$ cat src/rtl/pwc_pkg.sv
package pwc_pkg;

  typedef enum logic [1:0] {
    ST_IDLE = 2'd0,
    ST_XFER = 2'd1,
    ST_BUSY = 2'd2
  } pwcState_e;

  // strobes from control to datapath
  typedef struct packed {
    logic loadPtr;     // take a new word address
    logic storeByte;   // latch data byte at current entry
    logic clearValid;  // drop every valid bit
  } pwcStrobe_t;

endpackage

$ cat src/rtl/pwc_ctrl.sv
module pwc_ctrl
  import pwc_pkg::*;
#(
  parameter int PAGE_BITS   = 3,
  parameter int BUSY_CYCLES = 2000
) (
  input  logic                 clk,
  input  logic                 rstN,
  input  logic                 wrStart,
  input  logic                 dataStb,
  input  logic                 stopIn,
  input  logic                 wpIn,
  input  logic                 anyValid,
  output pwcStrobe_t           strobe,
  output logic [PAGE_BITS-1:0] slotIdx,
  output logic                 scanOn,
  output logic                 busy
);

  localparam int PAGE_DEPTH = 1 << PAGE_BITS;
  localparam int CNT_W      = $clog2(BUSY_CYCLES + 1);
  localparam int SCAN_W     = PAGE_BITS + 1;
  localparam logic [CNT_W-1:0]  CNT_LAST  = CNT_W'(BUSY_CYCLES - 1);
  localparam logic [SCAN_W-1:0] SCAN_LAST = SCAN_W'(PAGE_DEPTH);

  pwcState_e         state, stateNxt;
  logic [CNT_W-1:0]  busyCnt;
  logic [SCAN_W-1:0] scanCnt;
  logic              commitOk;
  logic              busyDone;

  assign commitOk = anyValid && !wpIn;
  assign busyDone = (state == ST_BUSY) && (busyCnt == CNT_LAST);

  always_comb begin
    strobe   = '0;
    stateNxt = state;
    unique case (state)
      ST_IDLE: begin
        if (wrStart) begin
          strobe.loadPtr    = 1'b1;
          strobe.clearValid = 1'b1;
          stateNxt          = ST_XFER;
        end
      end
      ST_XFER: begin
        if (stopIn) begin
          if (commitOk) begin
            stateNxt = ST_BUSY;
          end else begin
            strobe.clearValid = 1'b1;
            stateNxt          = ST_IDLE;
          end
        end else if (wrStart) begin
          strobe.loadPtr    = 1'b1;
          strobe.clearValid = 1'b1;
        end else if (dataStb) begin
          strobe.storeByte = 1'b1;
        end
      end
      ST_BUSY: begin
        if (busyDone) begin
          strobe.clearValid = 1'b1;
          stateNxt          = ST_IDLE;
        end
      end
      default: stateNxt = ST_IDLE;
    endcase
  end

  always_ff @(posedge clk) begin
    if (!rstN) begin
      state   <= ST_IDLE;
      busyCnt <= '0;
      scanCnt <= '0;
    end else begin
      state <= stateNxt;
      if (state != ST_BUSY) begin
        busyCnt <= '0;
        scanCnt <= '0;
      end else begin
        busyCnt <= busyCnt + 1'b1;
        if (scanOn) scanCnt <= scanCnt + 1'b1;
      end
    end
  end

  assign busy    = (state == ST_BUSY);
  assign scanOn  = busy && (scanCnt < SCAN_LAST);
  assign slotIdx = scanCnt[PAGE_BITS-1:0];

  // busy only begins after a sampled STOP
  p_rise_on_stop_r4: assert property (@(posedge clk) disable iff (!rstN)
    $rose(busy) |-> $past(stopIn));

  // a protected STOP never begins a write cycle
  p_wp_blocks_r6: assert property (@(posedge clk) disable iff (!rstN)
    $rose(busy) |-> !$past(wpIn));

  // busy ends only after the full cycle count
  p_busy_len_r5: assert property (@(posedge clk) disable iff (!rstN)
    $fell(busy) |-> ($past(busyCnt) == CNT_LAST));

  // scan moves through entries one per cycle, ascending
  p_ascending_r9: assert property (@(posedge clk) disable iff (!rstN)
    scanOn |=> (scanCnt == $past(scanCnt) + 1'b1));

  // no latch or address load while committing
  p_no_accept_r10: assert property (@(posedge clk) disable iff (!rstN)
    busy |-> !(strobe.loadPtr || strobe.storeByte));

endmodule

$ cat src/rtl/pwc_dpath.sv
module pwc_dpath
  import pwc_pkg::*;
#(
  parameter int ADDR_W    = 8,
  parameter int DATA_W    = 8,
  parameter int PAGE_BITS = 3
) (
  input  logic                 clk,
  input  logic                 rstN,
  input  pwcStrobe_t           strobe,
  input  logic [ADDR_W-1:0]    wordAddr,
  input  logic [DATA_W-1:0]    dataByte,
  input  logic [PAGE_BITS-1:0] slotIdx,
  output logic                 anyValid,
  output logic                 slotValid,
  output logic [DATA_W-1:0]    slotData,
  output logic [ADDR_W-1:0]    commitAddr
);

  localparam int PAGE_DEPTH = 1 << PAGE_BITS;
  localparam int UPPER_W    = ADDR_W - PAGE_BITS;

  logic [ADDR_W-1:0]    ptr;
  logic [PAGE_DEPTH-1:0] validVec;
  logic [DATA_W-1:0]    pageMem [PAGE_DEPTH];
  logic [PAGE_BITS-1:0] inSlot;
  logic [UPPER_W-1:0]   pageBase;

  assign inSlot   = ptr[PAGE_BITS-1:0];
  assign pageBase = ptr[ADDR_W-1:PAGE_BITS];

  // pointer: upper bits fixed, low bits wrap within the page
  always_ff @(posedge clk) begin
    if (!rstN) begin
      ptr <= '0;
    end else if (strobe.loadPtr) begin
      ptr <= wordAddr;
    end else if (strobe.storeByte) begin
      ptr <= {pageBase, inSlot + 1'b1};
    end
  end

  genvar g;
  generate
    for (g = 0; g < PAGE_DEPTH; g++) begin : g_entry
      always_ff @(posedge clk) begin
        if (strobe.storeByte && (inSlot == PAGE_BITS'(g))) begin
          pageMem[g] <= dataByte;
        end
      end

      always_ff @(posedge clk) begin
        if (!rstN) begin
          validVec[g] <= 1'b0;
        end else if (strobe.clearValid) begin
          validVec[g] <= 1'b0;
        end else if (strobe.storeByte && (inSlot == PAGE_BITS'(g))) begin
          validVec[g] <= 1'b1;
        end
      end
    end
  endgenerate

  assign anyValid   = |validVec;
  assign slotValid  = validVec[slotIdx];
  assign slotData   = pageMem[slotIdx];
  assign commitAddr = {pageBase, slotIdx};

  // storing a byte never disturbs the page base
  p_upper_fixed_r2: assert property (@(posedge clk) disable iff (!rstN)
    (strobe.storeByte && !strobe.loadPtr) |=> $stable(ptr[ADDR_W-1:PAGE_BITS]));

  // the last entry is followed by entry zero
  p_wrap_r3: assert property (@(posedge clk) disable iff (!rstN)
    (strobe.storeByte && !strobe.loadPtr && (&inSlot)) |=> (inSlot == '0));

  // a new address load leaves no valid entry behind
  p_fresh_xfer_r7: assert property (@(posedge clk) disable iff (!rstN)
    strobe.loadPtr |=> !anyValid);

endmodule

$ cat src/rtl/page_commit_unit.sv
module page_commit_unit
  import pwc_pkg::*;
#(
  parameter int ADDR_W      = 8,
  parameter int DATA_W      = 8,
  parameter int PAGE_BITS   = 3,
  parameter int BUSY_CYCLES = 2000
) (
  input  logic              clk,
  input  logic              rstN,
  input  logic              wrStart,
  input  logic [ADDR_W-1:0] wordAddr,
  input  logic              dataStb,
  input  logic [DATA_W-1:0] dataByte,
  input  logic              stopIn,
  input  logic              wpIn,
  output logic              busy,
  output logic              arrWe,
  output logic [ADDR_W-1:0] arrAddr,
  output logic [DATA_W-1:0] arrData
);

  pwcStrobe_t           strobe;
  logic [PAGE_BITS-1:0] slotIdx;
  logic                 scanOn;
  logic                 anyValid;
  logic                 slotValid;

  pwc_ctrl #(
    .PAGE_BITS  (PAGE_BITS),
    .BUSY_CYCLES(BUSY_CYCLES)
  ) i_ctrl (
    .clk     (clk),
    .rstN    (rstN),
    .wrStart (wrStart),
    .dataStb (dataStb),
    .stopIn  (stopIn),
    .wpIn    (wpIn),
    .anyValid(anyValid),
    .strobe  (strobe),
    .slotIdx (slotIdx),
    .scanOn  (scanOn),
    .busy    (busy)
  );

  pwc_dpath #(
    .ADDR_W   (ADDR_W),
    .DATA_W   (DATA_W),
    .PAGE_BITS(PAGE_BITS)
  ) i_dpath (
    .clk       (clk),
    .rstN      (rstN),
    .strobe    (strobe),
    .wordAddr  (wordAddr),
    .dataByte  (dataByte),
    .slotIdx   (slotIdx),
    .anyValid  (anyValid),
    .slotValid (slotValid),
    .slotData  (arrData),
    .commitAddr(arrAddr)
  );

  assign arrWe = scanOn && slotValid;

  // the array port is quiet outside a write cycle
  p_we_busy_r11: assert property (@(posedge clk) disable iff (!rstN)
    arrWe |-> busy);

endmodule

$ cat config.mk
export PLATFORM = sky130hd
export DESIGN_NAME = page_commit_unit
export DESIGN_NICKNAME = d
export VERILOG_FILES = /design/src/rtl/pwc_pkg.sv /design/src/rtl/pwc_ctrl.sv /design/src/rtl/pwc_dpath.sv /design/src/rtl/page_commit_unit.sv
export SDC_FILE = /design/constraint.sdc
export NUM_CORES = 1
export LEC_CHECK = 0
export BUFFER_PORTS_ARGS = -buffer_cell sky130_fd_sc_hd__buf_2
export CORE_MARGIN = 2
export CORE_UTILIZATION = 50
export DETAILED_ROUTE_END_ITERATION = 7
export HOLD_SLACK_MARGIN = 0.05
export PLACE_DENSITY_LB_ADDON = 0.2
export SLEW_MARGIN = 20
export SYNTH_ARGS = -nofsm -noshare
export SYNTH_HDL_FRONTEND = slang
export SYNTH_HIERARCHICAL = 1
export SYNTH_SLANG_ARGS = --single-unit
export TNS_END_PERCENT = 1
$ cat constraint.sdc
create_clock -name clk -period 2.1 [get_ports clk]
set_input_delay 0.21 -clock clk [delete_from_list [all_inputs] [get_ports clk]]
set_output_delay 0.21 -clock clk [all_outputs]
set_load 0.03 [all_outputs]
## Word-level counts from Yosys, hierarchy flattened

Memories as Yosys holds them, arrays and structs flattened. A register that Yosys moved wholly into a read port is not among the register bits.
Index checks and enable logic that the tools add are counted.

| word-level totals | value |
|---|---|
| register bits | 33 |
| latch bits | 0 |
| RAM bits | 64 |
| memory bits (read-only) | 0 |
| input bits | 22 |
| output and inout bits | 18 |
| memories kept | 1 |

| cells by class | value |
|---|---|
| add/sub/neg operators | 3 |
| multipliers | 0 |
| divide/modulo/power cells | 0 |
| $lt $le $gt $ge | 2 |
| equality and inequality tests | 14 |
| shift-type cells | 0 |
| multiplexer cells | 58 |
| bitwise gates (word level) | 1 |
| reduce and logical (&&, ||, !) cells | 27 |

Memory list:

| memory | words | width | read ports | clocked after Yosys merged registers in | wr ports | line | source |
|---|---|---|---|---|---|---|---|
| i_dpath.pageMem | 8 | 8 | 1 | 1 | 1 | pwc_dpath.sv:25 | `logic [DATA_W-1:0] pageMem [PAGE_DEPTH];` |

Operators by type and width:

| cell | number |
|---|---|
| 8-bit 2-to-1 mux | 8 |
| 8-bit OR reduction | 8 |
| 1-bit 2-to-1 mux | 31 |
| 3-bit 2-to-1 mux | 10 |
| 3-bit equality test (second input constant) | 4 |
| 1-bit logical AND | 12 |
| 11-bit by 1-bit adder with 11-bit output (second input constant) | 1 |
| 11-bit equality test (second input constant) | 1 |
| 2-bit 2-to-1 mux | 5 |
| 2-bit != test (second input constant) | 4 |
| 3-bit by 2-bit equality test with 1-bit output (second input constant) | 2 |
| 2-bit one-hot mux with 3 select lines | 1 |
| 4-bit by 1-bit adder with 4-bit output (second input constant) | 1 |
| 3-bit by 4-bit less-than comparator with 1-bit output (second input constant) | 1 |
| 4-bit less-than comparator (second input constant) | 1 |
| 2-bit OR reduction | 2 |
| 3-bit by 1-bit adder with 3-bit output (second input constant) | 1 |
| 1-bit binary-select mux with 3-bit select | 1 |
| 3-bit by 1-bit equality test with 1-bit output (second input constant) | 1 |
| 3-bit logical NOT | 1 |
| 1-bit one-hot mux with 3 select lines | 1 |
| 3-bit AND reduction | 1 |
| 2-bit by 1-bit equality test with 1-bit output (second input constant) | 1 |
| 2-bit equality test (second input constant) | 1 |
| 5 further kinds | 5 |

## Depth between registers and ports, before layout

Gate-level depths: netlist (run 1).

| depth | value |
|---|---|
| depth after elaboration | 15 |
| mapped depth | 8 |

## Modules after synthesis

The synthesis (run 1) kept the hierarchy.

By module, submodules not included:

| module | instances | cells an instance | area an instance (sq um) |
|---|---|---|---|
| pwc_dpath | 1 | 183 | 3314.4 |
| pwc_ctrl | 1 | 90 | 797.0 |
| page_commit_unit | 1 | 1 | 6.3 |

## Worst setup path after synthesis (run 1)

OpenSTA, ideal clock, no wires.

| timing path | value |
|---|---|
| path type | flip-flop to output port |
| start point | register i_ctrl.scanCnt[0] |
| end point | output port arrWe |
| arrival time | 1.762 ns |
| required time | 1.890 ns |
| path slack | 0.128 ns |
| cell stages (with the launch flop) | 7 |
| buffers on the path | 3 |
| cell sequence | dfxtp_1 > buf_4 > buf_6 > buf_12 > mux4_1 > mux2_2 > and2_1 |

| between the ends | value |
|---|---|
| word-level cells in the longest chain between the ends | 3 |

RTL lines:

| item | line | source |
|---|---|---|
| start: declaration | pwc_ctrl.sv:28 | `logic [SCAN_W-1:0] scanCnt;` |
| start signal: assignment | pwc_ctrl.sv:83 | `if (scanOn) scanCnt <= scanCnt + 1'b1;` |
| 1-bit binary-select mux with 3-bit select | pwc_dpath.sv:65 | `assign slotValid = validVec[slotIdx];` |
| 1-bit 2-to-1 mux (not written as such) | pwc_dpath.sv:65 |  |
| named net slotValid | page_commit_unit.sv:27 | `logic slotValid;` |
| 1-bit logical AND | page_commit_unit.sv:63 | `assign arrWe = scanOn && slotValid;` |
| end: declaration | page_commit_unit.sv:18 | `output logic arrWe,` |

The timed path passes the listed nets, and every way through them passes these cells. The select of a mux whose other input is x is not followed.

==> reports/metrics.cfg, run 1 <==
[die]
dieArea_um2 = 8978
start_util_pct = 50.88
ioPinCount = 40
core_area_um2 = 8093
die_x_um = 94.75
row_count = 33
chipHeight_um = 94.75

[clock_network]
cts_hold_buf = 0
cts_buffer_depth = 2
htreeDepth = 3
cts_made_buffers = 9
tritoncts = built
clkLatencyLatePin_ps = 350
clock_sinks = 97
clk_pin_slew_ps = 80
cts-root-buf = clkbuf_8

[global_routing]
antenna_found_initial = 0
grt_pass1_wl_um = 12810
grt-ovfl-total = 0
grt_max_degree = 20
grt_pass1_vias = 2432
gr-usage-all-layers_pct = 19.38

[critical_path]
crit_type = register to output port
crit_path_end_kind = output port
cp_data_required_time_ps = 1890
ff2ff_setup_slack_ps = 240
cp.arrival_ps = 1900
cp-start-kind = register
cp_max_fo = 5

[yosys]
synthMostInstantiatedCell = edfxtp_1
netlist_top_cells_count = 64 x edfxtp_1, 33 x dfxtp_1, 23 x nor2_1
synthFlopType = edfxtp_1
synth_cells = 274
yosysWarnings = 6
synth_area_um2 = 4118
yosys.area.top_type = edfxtp_1
synthTopCellsByArea = edfxtp_1 47%, dfxtp_1 16%, mux4_1 11%
synth_top_cell_area_share_pct = 46.67
async_flop_share_pct = 0
syn-num-nets = 304
synth-edff-count = 64
yosysSeqAreaShare_pct = 62.72
synth.distinct_cells = 41
avgSynthCellArea_um2 = 15.03
ys_seq_elements = 97

[detailed_routing]
vias = 2370
wl_per_cell_um = 17.75
drt_wl_total_um = 7741
ant_nets = 0
vias_per_cell = 5.436
drc_errors = 0
drtIter0Drc = 126
firstDrtPassIters = 4

[outcome]
violations = negative setup slack
status = finished with violations

[sta]
setup_viol = 5
fmax_mhz = 473.2
clock_skew_ps = 10.31
relSlewSlack_pct = 69.42
rsz0062_at_grt = true
hold_viol = 0
finalCritPeriodShare_pct = 100.6
slew_viol_final = 0
setup_ws_ps = -13.44
worst_pin_slew_ps = 454.6
period_needed_ps = 2113

[layout]
drive_gt1_share_pct = 32.33
final_core_util_pct = 58.86
fill_cells = 666
seqCellArea_um2 = 2586
area_growth_pct = 15.68
nNetsFinal = 356
multi_input_area_um2 = 1335
n_antenna_cell = 0

[placed_design]
io_buffers = 39
place.detailed.hpwl_um = 5005
routabilityCongestion = 0.8036

[pwr]
p_leak_nw = 1.705
p_per_area_nw_per_um2 = 707.7
finalPower_mw = 3.371
max-vdd-ir-drop_uv = 339.8

[flow_run]
drv_cap = 0

[min_path]
hold_path.class = primary input to register

[report_power, final]
group          leakage [nW]  internal, mW  switching, mW
sequential            0.844          2.04        0.00944
clock                 0.101         0.589          0.605
combinational         0.761        0.0533         0.0725
[layout by cell type, fill, tap and decap left out, types with 8 or more instances in the layout]
| cell | instances |
|---|---|
| a21oi_1 | 12 |
| and2_1 | 9 |
| buf_2 | 30 |
| buf_4 | 16 |
| buf_6 | 10 |
| clkbuf_8 | 10 |
| dfxtp_1 | 32 |
| edfxtp_1 | 64 |
| ha_1 | 8 |
| mux2_4 | 8 |
| mux4_2 | 18 |
| nor2_1 | 23 |
| nor2b_1 | 12 |
[worst max-delay path: stages, from the launching register on]
cell and delay [ps]:
dfxtp_4 380, buf_4 140, buf_16 120, mux4_2 490, mux2_4 280, buf_6 140
[cells by family (layout without fill, tap and decap cells)]
group | count (synthesis) | in the layout | share of synthesized area [%]
buffers and inverters | 26 | 83 | 4.011
DFF | 97 | 97 | 62.72
and+or+nand+nor | 76 | 76 | 10.09
muxes | 34 | 34 | 15.65
adders and majority gates | 8 | 8 | 2.431
xor gates and xnor gates | 6 | 6 | 1.276
AOI/OAI and AO/OA | 27 | 27 | 3.829
[metal layers]
metal / track usage, % / part of all wire [%] / up-vias
met5: 0 / 0 / -
met4: 6.159 / 1.4 / 0
met3: 3.033 / 3.8 / 9
met2: 32.98 / 50 / 64
met1: 25.64 / 45 / 1180
li1: - / - / 1117
[final timing paths]
kind	start	to	cells past startpoint
worst min register to register	i_ctrl/busyCnt[0]$_SDFF_PP0_	i_ctrl/busyCnt[0]$_SDFF_PP0_	1
worst max register to register	i_ctrl/state[1]$_SDFFE_PN0P_	i_dpath/pageMem[1][0]$_DFFE_PP_	5
worst min-delay path	wordAddr[5]	i_dpath/ptr[5]$_SDFFE_PN0P_	3
worst max-delay path	i_ctrl/scanCnt[0]$_SDFFE_PP0P_	arrData[4]	5
[through the flow]
stage          cell area [um^2]  std cells  hold slack, ps  setup slack (ps)  TNS (ps)
2_1_floorplan              4118        274           308.9             128.4         0
3_3_place_gp               4464        413           446.3             248.5         0
3_5_place_dp               4464        413           454.4             212.2         0
4_1_cts                    4788        436           103.6            -20.92    -119.5
5_1_grt                    4763        436           133.8            -48.35    -288.1
6_report                   4763        436           113.4            -13.44    -28.10
[registers in the layout, summed over array words and instances (netlist names)]
register and count:
i_ctrl/busyCnt 11, i_ctrl/scanCnt 4, i_ctrl/state 2, i_dpath/pageMem 64
i_dpath/ptr 8, i_dpath/validVec 8
[cell type report]
cell class,count,share of cell area (%)
Multi-Input combinational cell,151,28.03
Tap cell,105,2.758
Clock inverter,4,1.103
Inverter,6,0.4728
Timing Repair Buffer,61,10.30
Clock buffer,12,3.047
Sequential cell,97,54.29
[what timing repair did]
item | in CTS | in global routing
resized for setup | 49 | 1
cloned | 2 | 0
hold endpoints to repair | 0 | 0
endpoints found under the setup margin | 9 | 9
setup buffers | 5 | 1
No activity file was read; power rests on OpenSTA's default activity.
==> inputs of run 2 (changes only) <==
PLACE_DENSITY = 0.72   (was default)
PLACE_DENSITY_LB_ADDON = default   (was 0.2)
==> reports/metrics.cfg, run 2 (same netlist as run 1, synthesis figures left out) <==
[critical_path]
crit_type = register to output port
cp_slowest_stage_delay_ps = 560
cp_max_fo = 13
cp.arrival_ps = 1920
critPathBufInv = 2
reg2regPathDepth = 6
worstPathCellList = buf_12 -> mux4_1 -> mux2_2 -> buf_4
critPathSlowestCell = mux4_1
crit_path_end_kind = output port
cp.depth = 4
cp_data_required_time_ps = 1890
cp-start-kind = register
critPathTopFamily = multiplexers

[pwr]
seq_power_share_pct = 59.0
finalPower_mw = 3.474
max-vdd-ir-drop_uv = 357.5
p_leak_nw = 1.693
p_sw_mw = 0.7933
swShare_pct = 22.84
combPwrFrac_pct = 3.6
p_clk_share_pct = 37.4
p_int_mw = 2.680
p_per_area_nw_per_um2 = 736.2

[clock_network]
clk_pin_slew_ps = 110
clkLatencyLatePin_ps = 370
cts-root-buf = clkbuf_8
cts_made_buffers = 9
tritoncts = built
clock_sinks = 97
cts_hold_buf = 0
cts_buffer_depth = 2
htreeDepth = 3

[layout]
n_antenna_cell = 0
final_area_um2 = 4718
regMostFlops = i_dpath/pageMem
layout_common_cells = 64 x edfxtp_1, 32 x buf_2, 31 x dfxtp_1
area_growth_pct = 14.59
largest_reg_flops = 64
final_core_util_pct = 58.30
nNetsFinal = 352
final_common_cell = edfxtp_1
instances_no_fill = 432
top_regs = i_dpath/pageMem: 64 flops, i_ctrl/busyCnt: 11 flops
drive_gt1_share_pct = 29.05

[global_routing]
antenna_found_initial = 0
grt-ovfl-total = 0
grt_max_degree = 20
grt_pass1_vias = 2319
gr-usage-all-layers_pct = 17.12
grt_pass1_wl_um = 11230

[min_path]
hold_depth = 1
hold_path.class = primary input to register

[placed_design]
dp.cells = 414
io_buffers = 39
routabilityCongestion = 0.7965
placed_cell_area_um2 = 4447
place.detailed.hpwl_um = 4690
dp_slack_ps = 248.2

[detailed_routing]
drt_wl_total_um = 7219
vias = 2361
wl_per_cell_um = 16.71
vias_per_cell = 5.465
firstDrtPassIters = 4
drc_errors = 0
drtIter0Drc = 168
ant_nets = 0

[sta]
slew_viol_final = 0
clock_skew_ps = 18.68
fin_setup_tns_ps = -69.41
setup_viol = 5
setup_ws_ps = -29.27
relSlewSlack_pct = 66.78
rsz0062_at_grt = true
worst_pin_slew_ps = 493.7
holdWs_ps = 93.97
period_needed_ps = 2129
hold_viol = 0
fmax_mhz = 469.6
finalCritPeriodShare_pct = 101.4

[die]
ioPinCount = 40
row_count = 33
chipHeight_um = 94.75
core_area_um2 = 8093
die_x_um = 94.75
dieArea_um2 = 8978
start_util_pct = 50.88

[outcome]
violations = negative setup slack
status = finished with violations

[flow_run]
drv_cap = 0

## run 2: cell count changes in the layout (fill, tap and decap cells not counted), sizes merged
| cell | change |
|---|---|
| clkinvlp | +1 |
| clkinv | -2 |
| clkbuf | -3 |
| inv | +4 |
| buf | -4 |
## run 2: routing by layer
| layer | wire length (um) | global-route usage [%] | up-vias |
|---|---|---|---|
| met5 | 0 | 0 | - |
| met4 | 96 | 8.575 | 0 |
| met3 | 318 | 3.671 | 8 |
| met2 | 3810 | 29.55 | 53 |
| met1 | 2994 | 20.19 | 1176 |
| li1 | - | - | 1124 |
## run 2: power by group through the flow
stage / Clock, mW / Combinational [mW] / Sequential [mW]
2_1_floorplan: 0 / 0.0740 / 2.10
3_3_place_gp: 0 / 0.119 / 2.09
3_5_place_dp: 0 / 0.123 / 2.09
4_1_cts: 1.32 / 0.125 / 2.05
5_1_grt: 1.38 / 0.139 / 2.05
6_report: 1.30 / 0.123 / 2.05
## run 2: cell type report
type / count / area (um^2)
fillers: 668 / 3374
flip-flops and latches: 97 / 2587
multi-input cells: 151 / 1358
repair buffers: 57 / 404.1
well taps: 105 / 131.4
clock buffers: 9 / 123.9
clock inverters: 7 / 91.34
inverters: 6 / 22.52
## run 2: timing repair
action	in CTS	in global routing
endpoints found under the hold margin	0	0
buffers inserted	2	0
resized for setup	21	8
gates cloned	0	0
setup endpoints to repair	9	9
## run 2: worst paths after layout
| check | from | endpoint | slack [ps] |
|---|---|---|---|
| setup / recovery | i_ctrl/scanCnt[0]$_SDFFE_PP0P_ | arrData[0] | -30 |
| hold reg to reg | i_ctrl/busyCnt[0]$_SDFF_PP0_ | i_ctrl/busyCnt[0]$_SDFF_PP0_ | 470 |
| setup reg to reg | i_ctrl/busyCnt[0]$_SDFF_PP0_ | i_dpath/validVec[6]$_SDFFE_PP0P_ | 220 |
| hold / removal | dataByte[0] | i_dpath/pageMem[1][0]$_DFFE_PP_ | 90 |
==> inputs of run 3 (changes only) <==
HOLD_SLACK_MARGIN = default   (was 0.05)
PLACE_DENSITY = 0.69   (was 0.72)
clock period = 2 ns   (was 2.1 ns; I/O delays follow)
==> reports/metrics.cfg, run 3 (same netlist as run 1, synthesis figures left out) <==
[outcome]
status = finished with violations
violations = negative setup slack

[sta]
rsz0062_at_grt = true
worst_pin_slew_ps = 479.6
slew_viol_final = 0
setup_ws_ps = -74.30
period_needed_ps = 2074
hold_viol = 0
relSlewSlack_pct = 67.95
finalCritPeriodShare_pct = 103.7
fmax_mhz = 482.1
setup_viol = 9
clock_skew_ps = 7.791

[global_routing]
grt_max_degree = 20
antenna_found_initial = 0
grt-ovfl-total = 0
grt_pass1_vias = 2287
gr-usage-all-layers_pct = 18.12
grt_pass1_wl_um = 11920

[detailed_routing]
drc_errors = 0
vias_per_cell = 5.324
ant_nets = 0
vias = 2300
wl_per_cell_um = 16.86
drtIter0Drc = 172
drt_wl_total_um = 7282
firstDrtPassIters = 4

[critical_path]
cp_slowest_stage_delay_ps = 500
cp_max_fo = 5
cp.arrival_ps = 1870
crit_type = register to output port
r2r-start = i_ctrl/busyCnt[0]$_SDFF_PP0_
ff2ff_setup_slack_ps = 190
crit_path_end_kind = output port
reg2regPathDepth = 6
cp_data_required_time_ps = 1800
r2r-end = i_dpath/validVec[7]$_SDFFE_PP0P_
cp-start-kind = register
critPathSlowestCell = mux4_2
worstPathCellList = buf_16 -> mux4_2 -> mux2_4 -> buf_6

[clock_network]
cts_buffer_depth = 2
cts_made_buffers = 9
tritoncts = built
clkLatencyLatePin_ps = 350
htreeDepth = 3
cts-root-buf = clkbuf_8
clk_pin_slew_ps = 90
cts_hold_buf = 0
clock_sinks = 97

[placed_design]
place.detailed.hpwl_um = 4701
dp_slack_ps = 123.5
placed_cell_area_um2 = 4414
routabilityCongestion = 0.7850
io_buffers = 39
dp.cells = 413

[layout]
fill_cells = 681
instances_no_fill = 432
largest_reg_flops = 64
n_antenna_cell = 0
area_growth_pct = 13.55
final_area_um2 = 4676
layout_common_cells = 64 x edfxtp_1, 32 x dfxtp_1, 30 x buf_2
top_regs = i_dpath/pageMem: 64 flops, i_ctrl/busyCnt: 11 flops
nNetsFinal = 352
final_common_cell = edfxtp_1
multi_input_area_um2 = 1335
seqCellArea_um2 = 2586
regMostFlops = i_dpath/pageMem
drive_gt1_share_pct = 31.50

[min_path]
min_to = i_dpath/ptr[3]$_SDFFE_PN0P_
hold_path.class = primary input to register
worstHoldStart = wordAddr[3]
hold_depth = 3

[pwr]
combPwrFrac_pct = 3.9
p_leak_nw = 1.655
finalPower_mw = 3.390
p_int_mw = 2.652
p_clk_share_pct = 32.6
p_sw_mw = 0.7380
swShare_pct = 21.77
p_per_area_nw_per_um2 = 725.0
max-vdd-ir-drop_uv = 363.0
seq_power_share_pct = 63.5

[die]
chipHeight_um = 94.75
start_util_pct = 50.88
dieArea_um2 = 8978
ioPinCount = 40
row_count = 33
core_area_um2 = 8093
die_x_um = 94.75

[flow_run]
drv_cap = 0

## run 3: cell types whose count changed in the layout (fill, tap and decap cells not counted), moves of 4 or more
cell,delta
mux4_2,+11
inv_8,-4
mux2_2,-5
mux4_1,-11
mux2_4,+5
buf_6,+6
## run 3: power groups by stage
stage	clock network, mW	logic (mW)	registers, mW
after floorplan	0	0.0777	2.20
after detailed placement	0	0.130	2.20
final	1.11	0.131	2.15
after global routing	1.22	0.147	2.15
after global placement	0	0.126	2.20
after CTS	1.14	0.133	2.15
## run 3: worst max path at each step
stage	end	from	depth (start not counted)
2_1_floorplan	arrWe	i_ctrl/scanCnt[0]$_SDFFE_PP0P_	6
3_3_place_gp	arrData[2]	i_ctrl/scanCnt[0]$_SDFFE_PP0P_	4
3_5_place_dp	arrData[1]	i_ctrl/scanCnt[0]$_SDFFE_PP0P_	4
4_1_cts	arrData[7]	i_ctrl/scanCnt[0]$_SDFFE_PP0P_	4
5_1_grt	arrData[1]	i_ctrl/scanCnt[0]$_SDFFE_PP0P_	4
6_report	arrData[1]	i_ctrl/scanCnt[0]$_SDFFE_PP0P_	4
## run 3: stage by stage
stage	setup TNS [ps]	hold WS (ps)	util (%)
after floorplan	0	298.9	-
after global placement	0	445.8	54.55
after detailed placement	0	459.2	54.55
after CTS	-780.1	92.25	57.71
after global routing	-1067	104.2	57.78
final	-516.8	105.0	57.78
## run 3: layout make-up
class	count	area share [%]
flip-flops and latches	97	55.31
multi-input cells	151	28.55
well taps	105	2.810
inverters	6	0.4817
repair buffers	57	9.232
clock buffers	10	2.729
clock inverters	6	0.8831
## run 3: layer usage
| metal | part of all wire (%) | vias up | wire length (um) | global-route usage, % |
|---|---|---|---|---|
| li1 | - | 1110 | - | - |
| met1 | 45 | 1128 | 3278 | 24.99 |
| met2 | 50 | 55 | 3607 | 28.96 |
| met3 | 4.5 | 7 | 328 | 3.113 |
| met4 | 0.93 | 0 | 68 | 6.884 |
| met5 | 0 | - | 0 | 0 |
## run 3: repair_timing
action,in CTS,in global routing
gates resized for setup,53,1
cloned,1,0
endpoints found under the setup margin,9,9
setup buffers,2,0
## run 3: worst max-delay path, delay by kind of cell, from the launching register on
| family | cells | cell delay [ps] |
|---|---|---|
| DFF | 1 | 450 |
| muxes | 2 | 790 |
| buffers and inverters | 2 | 290 |
